==> src/rtl/shortio_slave_decode.sv <==
module shortio_slave_decode #(
  parameter logic [5:0] AM_SUPER = 6'h2D,
  parameter logic [5:0] AM_USER  = 6'h29
) (
  input  logic        clk,
  input  logic        rst_n,
  input  logic [15:1] addr,
  input  logic [5:0]  am,
  input  logic        as_n,
  input  logic        ds0_n,
  input  logic        ds1_n,
  input  logic        write_n,
  input  logic [5:0]  base_strap,
  input  logic        sup_only,
  input  logic        seq_done,
  output logic        bank_req,
  output logic [5:0]  bank_addr,
  output logic        bank_write,
  output logic        dtack_n,
  output logic        remote_rst_n
);

  typedef enum logic [1:0] {S_IDLE, S_BANK, S_ACK} state_t;

  state_t     state;
  logic [1:0] as_q, ds0_q, ds1_q, wr_q;
  logic       rrst_q;

  always_ff @(posedge clk or negedge rst_n) begin
    if (!rst_n) begin
      as_q  <= 2'b11;
      ds0_q <= 2'b11;
      ds1_q <= 2'b11;
      wr_q  <= 2'b11;
    end else begin
      as_q  <= {as_q[0], as_n};
      ds0_q <= {ds0_q[0], ds0_n};
      ds1_q <= {ds1_q[0], ds1_n};
      wr_q  <= {wr_q[0], write_n};
    end
  end

  wire am_ok = (am == AM_SUPER) || (!sup_only && am == AM_USER);
  wire in_win = (addr[15:10] == base_strap) && (addr[9:8] == 2'b00);
  wire sel = !as_q[1] && !ds0_q[1] && in_win && am_ok;

  always_ff @(posedge clk or negedge rst_n) begin
    if (!rst_n) begin
      state  <= S_IDLE;
      rrst_q <= 1'b0;
    end else begin
      case (state)
        S_IDLE:
          if (sel) begin
            if (addr[7]) begin
              if (!wr_q[1]) rrst_q <= addr[6];
              state <= S_ACK;
            end else begin
              state <= S_BANK;
            end
          end
        S_BANK:
          if (seq_done) state <= S_ACK;
        S_ACK:
          if (ds0_q[1] && ds1_q[1]) state <= S_IDLE;
        default:
          state <= S_IDLE;
      endcase
    end
  end

  assign bank_req     = (state == S_BANK);
  assign bank_addr    = addr[6:1];
  assign bank_write   = !wr_q[1];
  assign dtack_n      = (state != S_ACK);
  assign remote_rst_n = rrst_q;

endmodule

==> config.mk <==
export PLATFORM = sky130hd
export DESIGN_NAME = shortio_slave_decode
export DESIGN_NICKNAME = d
export VERILOG_FILES = /design/src/rtl/shortio_slave_decode.sv
export SDC_FILE = /design/constraint.sdc
export NUM_CORES = 1
export LEC_CHECK = 0
export CORE_MARGIN = 2
export CORE_UTILIZATION = 28
export DETAILED_ROUTE_END_ITERATION = 6
export GPL_TIMING_DRIVEN = 0
export PLACE_DENSITY = 0.81
export REMOVE_ABC_BUFFERS = 1
export SYNTH_ARGS = -nofsm -noshare
export SYNTH_HDL_FRONTEND = slang
export SYNTH_SLANG_ARGS = --single-unit
==> constraint.sdc <==
create_clock -name clk -period 1.7 [get_ports clk]
set_input_delay 0.34 -clock clk [delete_from_list [all_inputs] [get_ports clk]]
set_output_delay 0.34 -clock clk [all_outputs]
set_load 0.005 [all_outputs]
-- Word level (Yosys, flattened, before mapping)
Cells that the tools add are included.
- flip-flop bits (word level): 11
- latch bits: 0
- memory bits (writable): 0
- bits in read-only memories: 0
- word-level logic and storage cells: 36
- memories kept: 0
- add/sub/neg operators: 0
- multipliers: 0
- divide/modulo/power cells: 0
- order comparisons: 0
- eq/ne operators: 9
- shift operators: 0
- muxes and demuxes: 5
- bitwise operators: 1
- reductions and logical operators: 15
- operator list (kind ; number):
    equality test 6 bit, second input constant ; 2
    2-to-1 mux 2 bit ; 4
    inequality test 2 bit, second input constant ; 4
    equality test 6 bit ; 1
    logical AND 1 bit ; 6
    case mux 2 bit (3 select lines) ; 1
    zero test 1 bit ; 4
    zero test 2 bit ; 2
    AND reduction 4 bit ; 1
    AND reduction 3 bit ; 1
    equality test 2 x 1 -> 1 bit, second input constant ; 1
    equality test 2 bit, second input constant ; 1
    logical OR 1 bit ; 1
    inverter 1 bit ; 1

-- Logic depth before layout (Yosys ltp)
Gate-level depths: netlist of run 1.
- word-level depth: 6
- mapped depth: 4
- depth with buffers taken out: 4

-- Least setup slack after synthesis of run 1
No wires, ideal clock.
- path kind: flip-flop to flip-flop
- start point: reg as_q[1]
- end point: reg rrst_q, in the netlist remote_rst_n
- library setup time: 0.127 ns
- arrival: 1.488 ns
- data required time: 1.573 ns
- setup slack: 0.084 ns
- stages on the path, launching flop included: 5
- clock period less this slack: 1.616 ns
- cell sequence: dfstp_2 or4b_1 nor4_1 nand4_1 mux2_1
- word-level cells in the longest chain between the ends: 5
- ends and longest elaborated chain (item ; RTL line ; RTL):
    start, declared ; 26 ; logic [1:0] as_q, ds0_q, ds1_q, wr_q;
    start signal, assigned ; 36 ; as_q <= {as_q[0], as_n};
    zero test 1 bit ; 45 ; wire sel = !as_q[1] && !ds0_q[1] && in_win && am_ok;
    logical AND 1 bit (3 in a row) ; 45 ;
    AND reduction 4 bit (no source line) ; - ;
    end signal, assigned ; 56 ; if (!wr_q[1]) rrst_q <= addr[6];
    end, declared ; 27 ; logic rrst_q;
Every way passes these cells.
A chain may end at the register's enable or synchronous reset.

-- Final worst setup path of run 1
- start point: in addr[6] (netlist bit)
- end point: out bank_addr[5]
- RTL lines (item ; RTL line ; RTL):
    start, declared ; 7 ; input logic [15:1] addr,
    end, declared ; 17 ; output logic [5:0] bank_addr,
No word-level cell between the ends.

==> results of run 1 <==
-- sequential cells by signal, indices dropped and copies added, names as in the netlist --
register and count:
remote_rst_n 1, state 2, ds0_q 2, ds1_q 2
as_q 2, wr_q 2
-- cell families after synthesis --
group / Yosys count
simple gates: 17
flops: 11
buf+inv: 9
xor+xnor: 6
compound gates: 4
mux: 1
-- cells in the mapped netlist --
| master | count | area (um^2) |
|---|---|---|
| o21ai_0 | 1 | 5.00 |
| nor2_1 | 2 | 7.51 |
| or3_1 | 1 | 6.26 |
| nor2b_1 | 2 | 12.5 |
| a21oi_1 | 2 | 10.0 |
| dfrtp_1 | 3 | 75.1 |
| buf_4 | 6 | 45.0 |
| nor4b_1 | 1 | 8.76 |
| o2bb2ai_1 | 1 | 8.76 |
| mux2_1 | 1 | 11.3 |
| dfstp_2 | 8 | 210 |
| nor4_1 | 5 | 31.3 |
| or4_1 | 1 | 7.51 |
| nand2_1 | 1 | 3.75 |
| nand4_1 | 2 | 12.5 |
| nand2b_1 | 1 | 6.26 |
| inv_1 | 3 | 11.3 |
| or4b_1 | 1 | 10.0 |
| xor2_1 | 6 | 52.6 |
-- worst max-delay path by stage --
stage / startpoint / end / slack, ps / depth (start not counted)
2_1_floorplan: as_q[1] / remote_rst_n / 80 / 4
3_3_place_gp: addr[8] / remote_rst_n / -410 / 5
3_5_place_dp: addr[8] / remote_rst_n / -460 / 5
4_1_cts: state[1] / bank_req / 20 / 2
5_1_grt: addr[9] / state[0] / -4 / 5
6_report: addr[6] / bank_addr[5] / 40 / 2
-- timing repair --
action	4_1_cts	5_1_grt
resized for setup	8	4
pin swaps	3	0
buffers inserted	1	0
setup endpoints to repair	2	4
-- per-stage QoR --
stage / worst slack, ps / util, % / total power [W]
after global routing: -3.57 / 52.6 / 0.000600
after global placement: -409 / 48.9 / 0.000391
after CTS: 15.5 / 52.0 / 0.000574
after floorplan: 84.4 / - / 0.000308
after detailed placement: -458 / 48.9 / 0.000394
final: 43.5 / 52.6 / 0.000561
-- metal layers --
layer  track usage [%]  vias to the layer above  share of wire [%]
li1                  -                      229                  -
met4              6.49                        0                  0
met2              24.8                       27                 57
met5                 0                        -                  0
met3              4.15                        0                9.4
met1              9.65                      233                 33
-- power by group through the flow --
stage                     clock network (W)  registers (W)  logic (W)
after floorplan                           0       0.000286  0.0000219
after global placement                    0       0.000287   0.000104
after detailed placement                  0       0.000287   0.000107
after CTS                          0.000180       0.000283   0.000111
after global routing               0.000197       0.000285   0.000118
final                              0.000168       0.000283   0.000110
-- final cells by class --
type,instances,area (um^2),share of cell area [%]
clock buffer,4,26.3,2.83
inverter,3,11.3,1.21
multi-input combinational,28,225,24.3
sequential,11,285,30.7
timing repair buffer,35,349,37.6
tap,25,31.3,3.37
==> out/results.ini, run 1 <==
[status]
status=finished, final reports clean

[synthesis]
syn_area_um2=536
synthCells=48
synth-xor-area-share_pct=9.81
avgSynthCellArea_um2=11.2
synthSimpleGateAreaFrac_pct=19.9
ys_warn_count=0
synth_compound_area_share_pct=4.44
ys_seq_area_share_pct=53.3
synth_cell_types=19
synth_mux_area_share_pct=2.10
synth_top_family_by_area=simple AND/OR/NAND/NOR gates
synth_adder_area_share_pct=0
ys_ff_latch=11

[global_route]
grt-ovfl-total=0
grt_first_pass_wirelength_um=1890
grt_max_degree=12
grt_pass1_vias=536
grt_use_total_pct=12.2
antenna_found_initial=0

[place]
placed_cells=101
gp_congestion=0.645
placed_area_um2=862
io_buffer_count=34
dp_hpwl_um=1050

[die]
start_util_pct=30.4
fp.dieH_um=47.7
dieArea_um2=2280
die_w_um=47.7
core-area_um2=1760
pin_count=45
rows=15

[critical_path]
r2r-start=state[0]
path_class=primary input to primary output
reg2regPathDepth=4
slowest_delay_ps=500
path_buf_inv=2
cp_common_cell=clkdlybuf4s50_1
crit_chain=clkdlybuf4s50_1 > clkdlybuf4s50_1
cp_slowest_cell=clkdlybuf4s50_1
crit_path_start_kind=primary input
arrival_ps=1320
critPathTopFamily=buffers and inverters
regToRegEndpoint=remote_rst_n
regToRegSetupSlack_ps=70
cp.required_ps=1360
cp-end-kind=primary output
worstPathMaxFanout=2

[min_path]
hold_depth=0
worstHoldEndpoint=ds1_q[1]
hold_start=ds1_q[0]
hp-class=register to register

[sta]
period_minus_slack_ps=1660
rsz0062_at_grt=true
finalSetupViolations=0
maxSlewHeadroom_pct=68.8
final_max_slew_viol_count=0
post-route-period-util_pct=97.4
hold_viol=0
fmax_mhz=604
worst-slew-pin-transition_ps=466
hold-worst-slack_ps=357
finClkSkew_ps=0.639
fin_setup_tns_ps=0

[layout]
final_layout_size_suffix_gt1_share_pct=21.0
fill_cells=177
final_cell_area_um2=928
final_common_cell=clkdlybuf4s50_1
nets=117
syn_to_final_growth_pct=73.4
mostFrequentLayoutCells=29 x clkdlybuf4s50_1, 8 x dfstp_2, 6 x xor2_1
fin_cells=106
antenna_cells=0

[detailed_routing]
avgViaCountPerCell=4.61
drt-pass1-iter-count=1
ant_nets=0
wl_um=1280
route.detailed.drc=0
vias=489
avgRoutedWirePerCell_um=12.0
drt_iter0_markers=0

[clocking]
clk_latency_ps=260
cts_sinks=11
cts_root_buf=clkbuf_4
clockBufferDepth=2
clk_pin_slew_ps=60
cts_tree=yes
cts_buffers=3
holdBufCountCts=0
htreeDepth=1

[power]
pwr_density_cell_nw_per_um2=604
comb_power_share_pct=19.5
switching_share_pct=21.2
internal_power_w=0.000442
clkPwrFrac_pct=30.0
p_switching_w=0.000119
ir_drop_mv=0.413
leakage_nw=0.387
p_seq_share_pct=50.5

[job]
max_cap_viol_count=0

Power figures use the tool's default switching activity.
==> run 2: changes to the inputs <==
--- a/config.mk
+++ b/config.mk
@@ -12,4 +12,5 @@
 export PLACE_DENSITY = 0.81
 export REMOVE_ABC_BUFFERS = 1
+export SKIP_CTS_REPAIR_TIMING = 1
 export SYNTH_ARGS = -nofsm -noshare
 export SYNTH_HDL_FRONTEND = slang
==> constraint.sdc (replaced) <==
create_clock -name clk -period 1.7 [get_ports clk]
set_input_delay 0.17 -clock clk [delete_from_list [all_inputs] [get_ports clk]]
set_output_delay 0.17 -clock clk [all_outputs]
set_load 0.005 [all_outputs]
==> out/results.ini, run 2 (synthesis results as in run 1) <==
[critical_path]
r2r-start=as_q[1]
regToRegSetupSlack_ps=20  ; -50 ps
regToRegEndpoint=remote_rst_n
cp.required_ps=1840  ; +480 ps
worstSetupStartpoint=as_q[1]
worstPathMaxFanout=2  ; unchanged
arrival_ps=1820  ; +500 ps
cp-end-kind=register
cp_slowest_cell=or4b_1
slowest_delay_ps=540  ; +40 ps
crit_path_start_kind=register
reg2regPathDepth=4  ; unchanged
path_class=register to register
crit_chain=or4b_1 > nor4_2 > nand4_1 > mux2_1

[detailed_routing]
drt-pass1-iter-count=1  ; unchanged
vias=480  ; -1.8%
wl_um=1280  ; about the same
top_layer_used=met3
avgRoutedWirePerCell_um=12.2  ; +1.0%
wl_met1_um=414  ; -2.4%
drt_iter0_markers=0  ; unchanged
wl_met2_um=739  ; +1.1%
wl_met3_um=123  ; +2.5%
avgViaCountPerCell=4.57  ; -0.91%
route.detailed.drc=0  ; unchanged
ant_nets=0  ; unchanged

[global_route]
grt_max_degree=12  ; unchanged
grt_first_pass_wirelength_um=1860  ; -1.4%
grt_use_total_pct=12.0  ; -0.16 points
grt-ovfl-total=0  ; unchanged
grt_pass1_vias=534  ; -0.37%
antenna_found_initial=0  ; unchanged

[layout]
fill_cells=182  ; +2.8%
final_layout_size_suffix_gt1_share_pct=16.3  ; -4.7 points
mostFrequentLayoutCells=34 x clkdlybuf4s50_1, 8 x dfstp_2, 6 x xor2_1
area.sequential_um2=285  ; unchanged
final_cell_area_um2=901  ; -3.0%
syn_to_final_growth_pct=68.2
final_common_cell=clkdlybuf4s50_1
fin_util_pct=51.1  ; -1.6 points
multi_input_area_um2=206  ; -8.3%
nets=116  ; -0.85%
antenna_cells=0  ; unchanged

[power]
leakage_nw=0.353  ; -8.8%
clkPwrFrac_pct=30.1  ; about the same
ir_drop_mv=0.421  ; +1.8%
p_switching_w=0.000117  ; -2.0%
pwr_density_cell_nw_per_um2=622  ; +2.9%
finalPower_w=0.000560  ; -0.17%
comb_power_share_pct=19.3  ; -0.2 points
internal_power_w=0.000444  ; +0.33%
switching_share_pct=20.8  ; -0.39 points
p_seq_share_pct=50.6  ; about the same

[job]
max_cap_viol_count=0  ; unchanged

[clocking]
htreeDepth=1  ; unchanged
clk_latency_ps=260  ; about the same
cts_buffers=3  ; unchanged
cts_tree=yes
clk_pin_slew_ps=60  ; about the same
cts_sinks=11  ; unchanged
clockBufferDepth=2  ; unchanged
cts_root_buf=clkbuf_4

[min_path]
hp-class=primary input to async pin

[die]
die_w_um=47.7  ; unchanged
core-area_um2=1760  ; unchanged
fp.dieH_um=47.7  ; unchanged
rows=15  ; unchanged
dieArea_um2=2280  ; unchanged
pin_count=45  ; unchanged
start_util_pct=30.4  ; unchanged

[sta]
final_max_slew_viol_count=0  ; unchanged
worst-slew-pin-transition_ps=466  ; +0.0614 ps
maxSlewHeadroom_pct=68.8  ; about the same
fmax_mhz=596  ; -1.3%
post-route-period-util_pct=98.7  ; +1.3 points
rsz0062_at_grt=true
finalSetupViolations=0  ; unchanged
hold_viol=0  ; unchanged
finClkSkew_ps=0.930  ; +0.291 ps
period_minus_slack_ps=1680  ; +22.1 ps

[place]
placed_area_um2=862  ; unchanged
dp_hpwl_um=1050  ; unchanged
io_buffer_count=34  ; unchanged
gp_congestion=0.645  ; unchanged

[status]
status=finished, final reports clean

## run 2: worst max-delay path by stage
| stage | cells after the start | endpoint | slack, ps |
|---|---|---|---|
| 6_report | 4 | remote_rst_n | 20 |
| 3_5_place_dp | 5 | remote_rst_n | -290 |
| 2_1_floorplan | 4 | remote_rst_n | 80 |
| 3_3_place_gp | 5 | remote_rst_n | -240 |
| 4_1_cts | 4 | remote_rst_n | -70 |
| 5_1_grt | 4 | remote_rst_n | -60 |
## run 2: final cells by class
type | count | share of cell area [%]
Tap cell | 25 | 3.47
Clock buffer | 4 | 2.92
Timing Repair Buffer | 34 | 37.8
Sequential cell | 11 | 31.7
Inverter | 3 | 1.25
Multi-Input combinational cell | 28 | 22.9
## run 2: power by group through the flow
| stage | registers [W] | logic, W | clock network, W |
|---|---|---|---|
| detailed placement | 0.000287 | 0.000107 | 0 |
| CTS | 0.000283 | 0.000108 | 0.000180 |
| floorplan | 0.000286 | 0.0000219 | 0 |
| global route | 0.000285 | 0.000117 | 0.000197 |
| global placement | 0.000287 | 0.000104 | 0 |
| finish | 0.000283 | 0.000108 | 0.000168 |
## run 2: worst max-delay path: cells and delay by family (launching register included)
kind,cells,cell delay (ps)
flops,1,370
mux,1,330
simple gates,3,860
## run 2: metrics by stage
stage               setup slack [ps]  hold slack [ps]  TNS (ps)  cells
floorplan                       84.4             -126         0     42
global placement                -239              340      -239    101
detailed placement              -288              340      -321    101
CTS                            -74.6              229     -74.6    105
global route                   -60.8              255     -60.8    105
finish                          21.4              230         0    105
## run 2: metal layers
metal,vias up,global-route usage (%)
met1,227,9.41
met2,27,24.5
met4,0,6.49
li1,226,-
met3,0,4.15
met5,-,0
==> run 3: changes to the inputs <==
- PLACE_DENSITY: 0.81 -> 0.74
==> out/results.ini, run 3 (synthesis results as in run 1) <==
[layout]
nets=116  ; unchanged
final_common_cell=clkdlybuf4s50_1
final_cell_area_um2=916  ; +1.7%
final_layout_size_suffix_gt1_share_pct=18.8  ; +2.5 points
syn_to_final_growth_pct=71.0
fin_util_pct=51.9  ; +0.85 points
fill_cells=175  ; -3.8%
mostFrequentLayoutCells=34 x clkdlybuf4s50_1, 8 x dfstp_2, 6 x xor2_1, 4 x nor4_1
antenna_cells=0  ; unchanged

[clocking]
cts_buffers=3  ; unchanged
cts_root_buf=clkbuf_4
htreeDepth=1  ; unchanged
clk_latency_ps=260  ; about the same
clockBufferDepth=2  ; unchanged
clk_pin_slew_ps=70  ; about the same
cts_tree=yes
cts_sinks=11  ; unchanged

[die]
core-area_um2=1760  ; unchanged
dieArea_um2=2280  ; unchanged
pin_count=45  ; unchanged
die_w_um=47.7  ; unchanged
rows=15  ; unchanged
fp.dieH_um=47.7  ; unchanged
start_util_pct=30.4  ; unchanged

[sta]
final_max_slew_viol_count=0  ; unchanged
period_minus_slack_ps=1610  ; -70.8 ps
finClkSkew_ps=6.28  ; +5.35 ps
hold-worst-slack_ps=225  ; -5.10 ps
post-route-period-util_pct=94.6  ; -4.2 points
worst-slew-pin-transition_ps=457  ; -9.20 ps
maxSlewHeadroom_pct=69.4  ; +0.62 points
rsz0062_at_grt=false
hold_viol=0  ; unchanged
fmax_mhz=622  ; +4.4%
setup_ws_ps=92.2  ; +70.8 ps
finalSetupViolations=0  ; unchanged

[power]
pwr_density_cell_nw_per_um2=614  ; -1.3%
ir_drop_mv=0.453  ; +7.8%
finalPower_w=0.000562  ; +0.35%
leakage_nw=0.359  ; +1.8%

[detailed_routing]
drt-pass1-iter-count=1  ; unchanged
route.detailed.drc=0  ; unchanged
avgRoutedWirePerCell_um=11.7  ; -3.7%
ant_nets=0  ; unchanged
vias=470  ; -2.1%
wl_um=1230  ; -3.7%
avgViaCountPerCell=4.48  ; -2.1%
drt_iter0_markers=0  ; unchanged

[global_route]
antenna_found_initial=0  ; unchanged
grt_max_degree=12  ; unchanged
grt_use_total_pct=11.7  ; -0.31 points
grt-ovfl-total=0  ; unchanged
grt_first_pass_wirelength_um=1830  ; -1.9%
grt_pass1_vias=482  ; -9.7%

[place]
pre_cts_ws_ps=-332  ; -44.2 ps
dp_hpwl_um=1080  ; +3.2%
placed_area_um2=862  ; unchanged
gp_congestion=0.614  ; -4.9%
io_buffer_count=34  ; unchanged

[critical_path]
arrival_ps=1760  ; -60 ps
cp.required_ps=1850  ; about the same
crit_path_start_kind=primary input
path_class=primary input to register
cp-end-kind=register
worstPathMaxFanout=2  ; unchanged

[min_path]
hp-class=primary input to async pin

[status]
status=finished, final reports clean

[job]
max_cap_viol_count=0  ; unchanged

-- run 3: changes by cell type in the layout (fill, tap and decap cells not counted) --
cell,change
mux2_1,-1
mux2_4,+1
nor4_1,+1
nor4_2,-2
nor4_4,+1
or3_1,-1
or3_4,+1
or4b_1,-1
or4b_4,+1
-- run 3: final timing paths --
path	cells past startpoint	slack, ps	from	endpoint
worst max-delay path	5	90	am[4]	remote_rst_n
worst min-delay path	1	230	rst_n	remote_rst_n
worst max register to register	4	110	as_q[1]	remote_rst_n
worst min register to register	0	350	ds0_q[0]	ds0_q[1]
min in group clk	1	310	write_n	wr_q[0]
max in group asynchronous	1	1130	rst_n	ds1_q[1]
-- run 3: metal layers --
layer  vias to the layer above  share of wire (%)  global-route usage (%)
met3                         0                 12                    3.40
li1                        228                  -                       -
met2                        29                 52                    21.1
met4                         0                  0                    6.49
met1                       213                 36                    12.0
met5                         -                  0                       0
-- run 3: power by group --
group	total [W]	internal, W	switching (W)
clock	0.000168	0.0000904	0.0000771
combinational	0.000111	0.0000757	0.0000357
sequential	0.000283	0.000279	0.00000411
total	0.000562	0.000445	0.000117
-- run 3: stage by stage --
| step | std cells | setup TNS (ps) |
|---|---|---|
| CTS | 105 | -111 |
| detailed placement | 101 | -332 |
| global placement | 101 | -280 |
| floorplan | 42 | 0 |
| global route | 105 | 0 |
| finish | 105 | 0 |
-- run 3: final cells by class --
type | count | area [um^2] | area share [%]
clock buffer | 4 | 26.3 | 2.87
inverter | 3 | 11.3 | 1.23
multi-input combinational | 28 | 221 | 24.2
sequential | 11 | 285 | 31.1
tap | 25 | 31.3 | 3.42
timing repair buffer | 34 | 340 | 37.2
-- run 3: worst max-delay path, stage by stage --
cell and delay [ps]:
clkdlybuf4s50_1 410, or4b_4 550, nor4_4 140, nand4_1 160, mux2_4 320
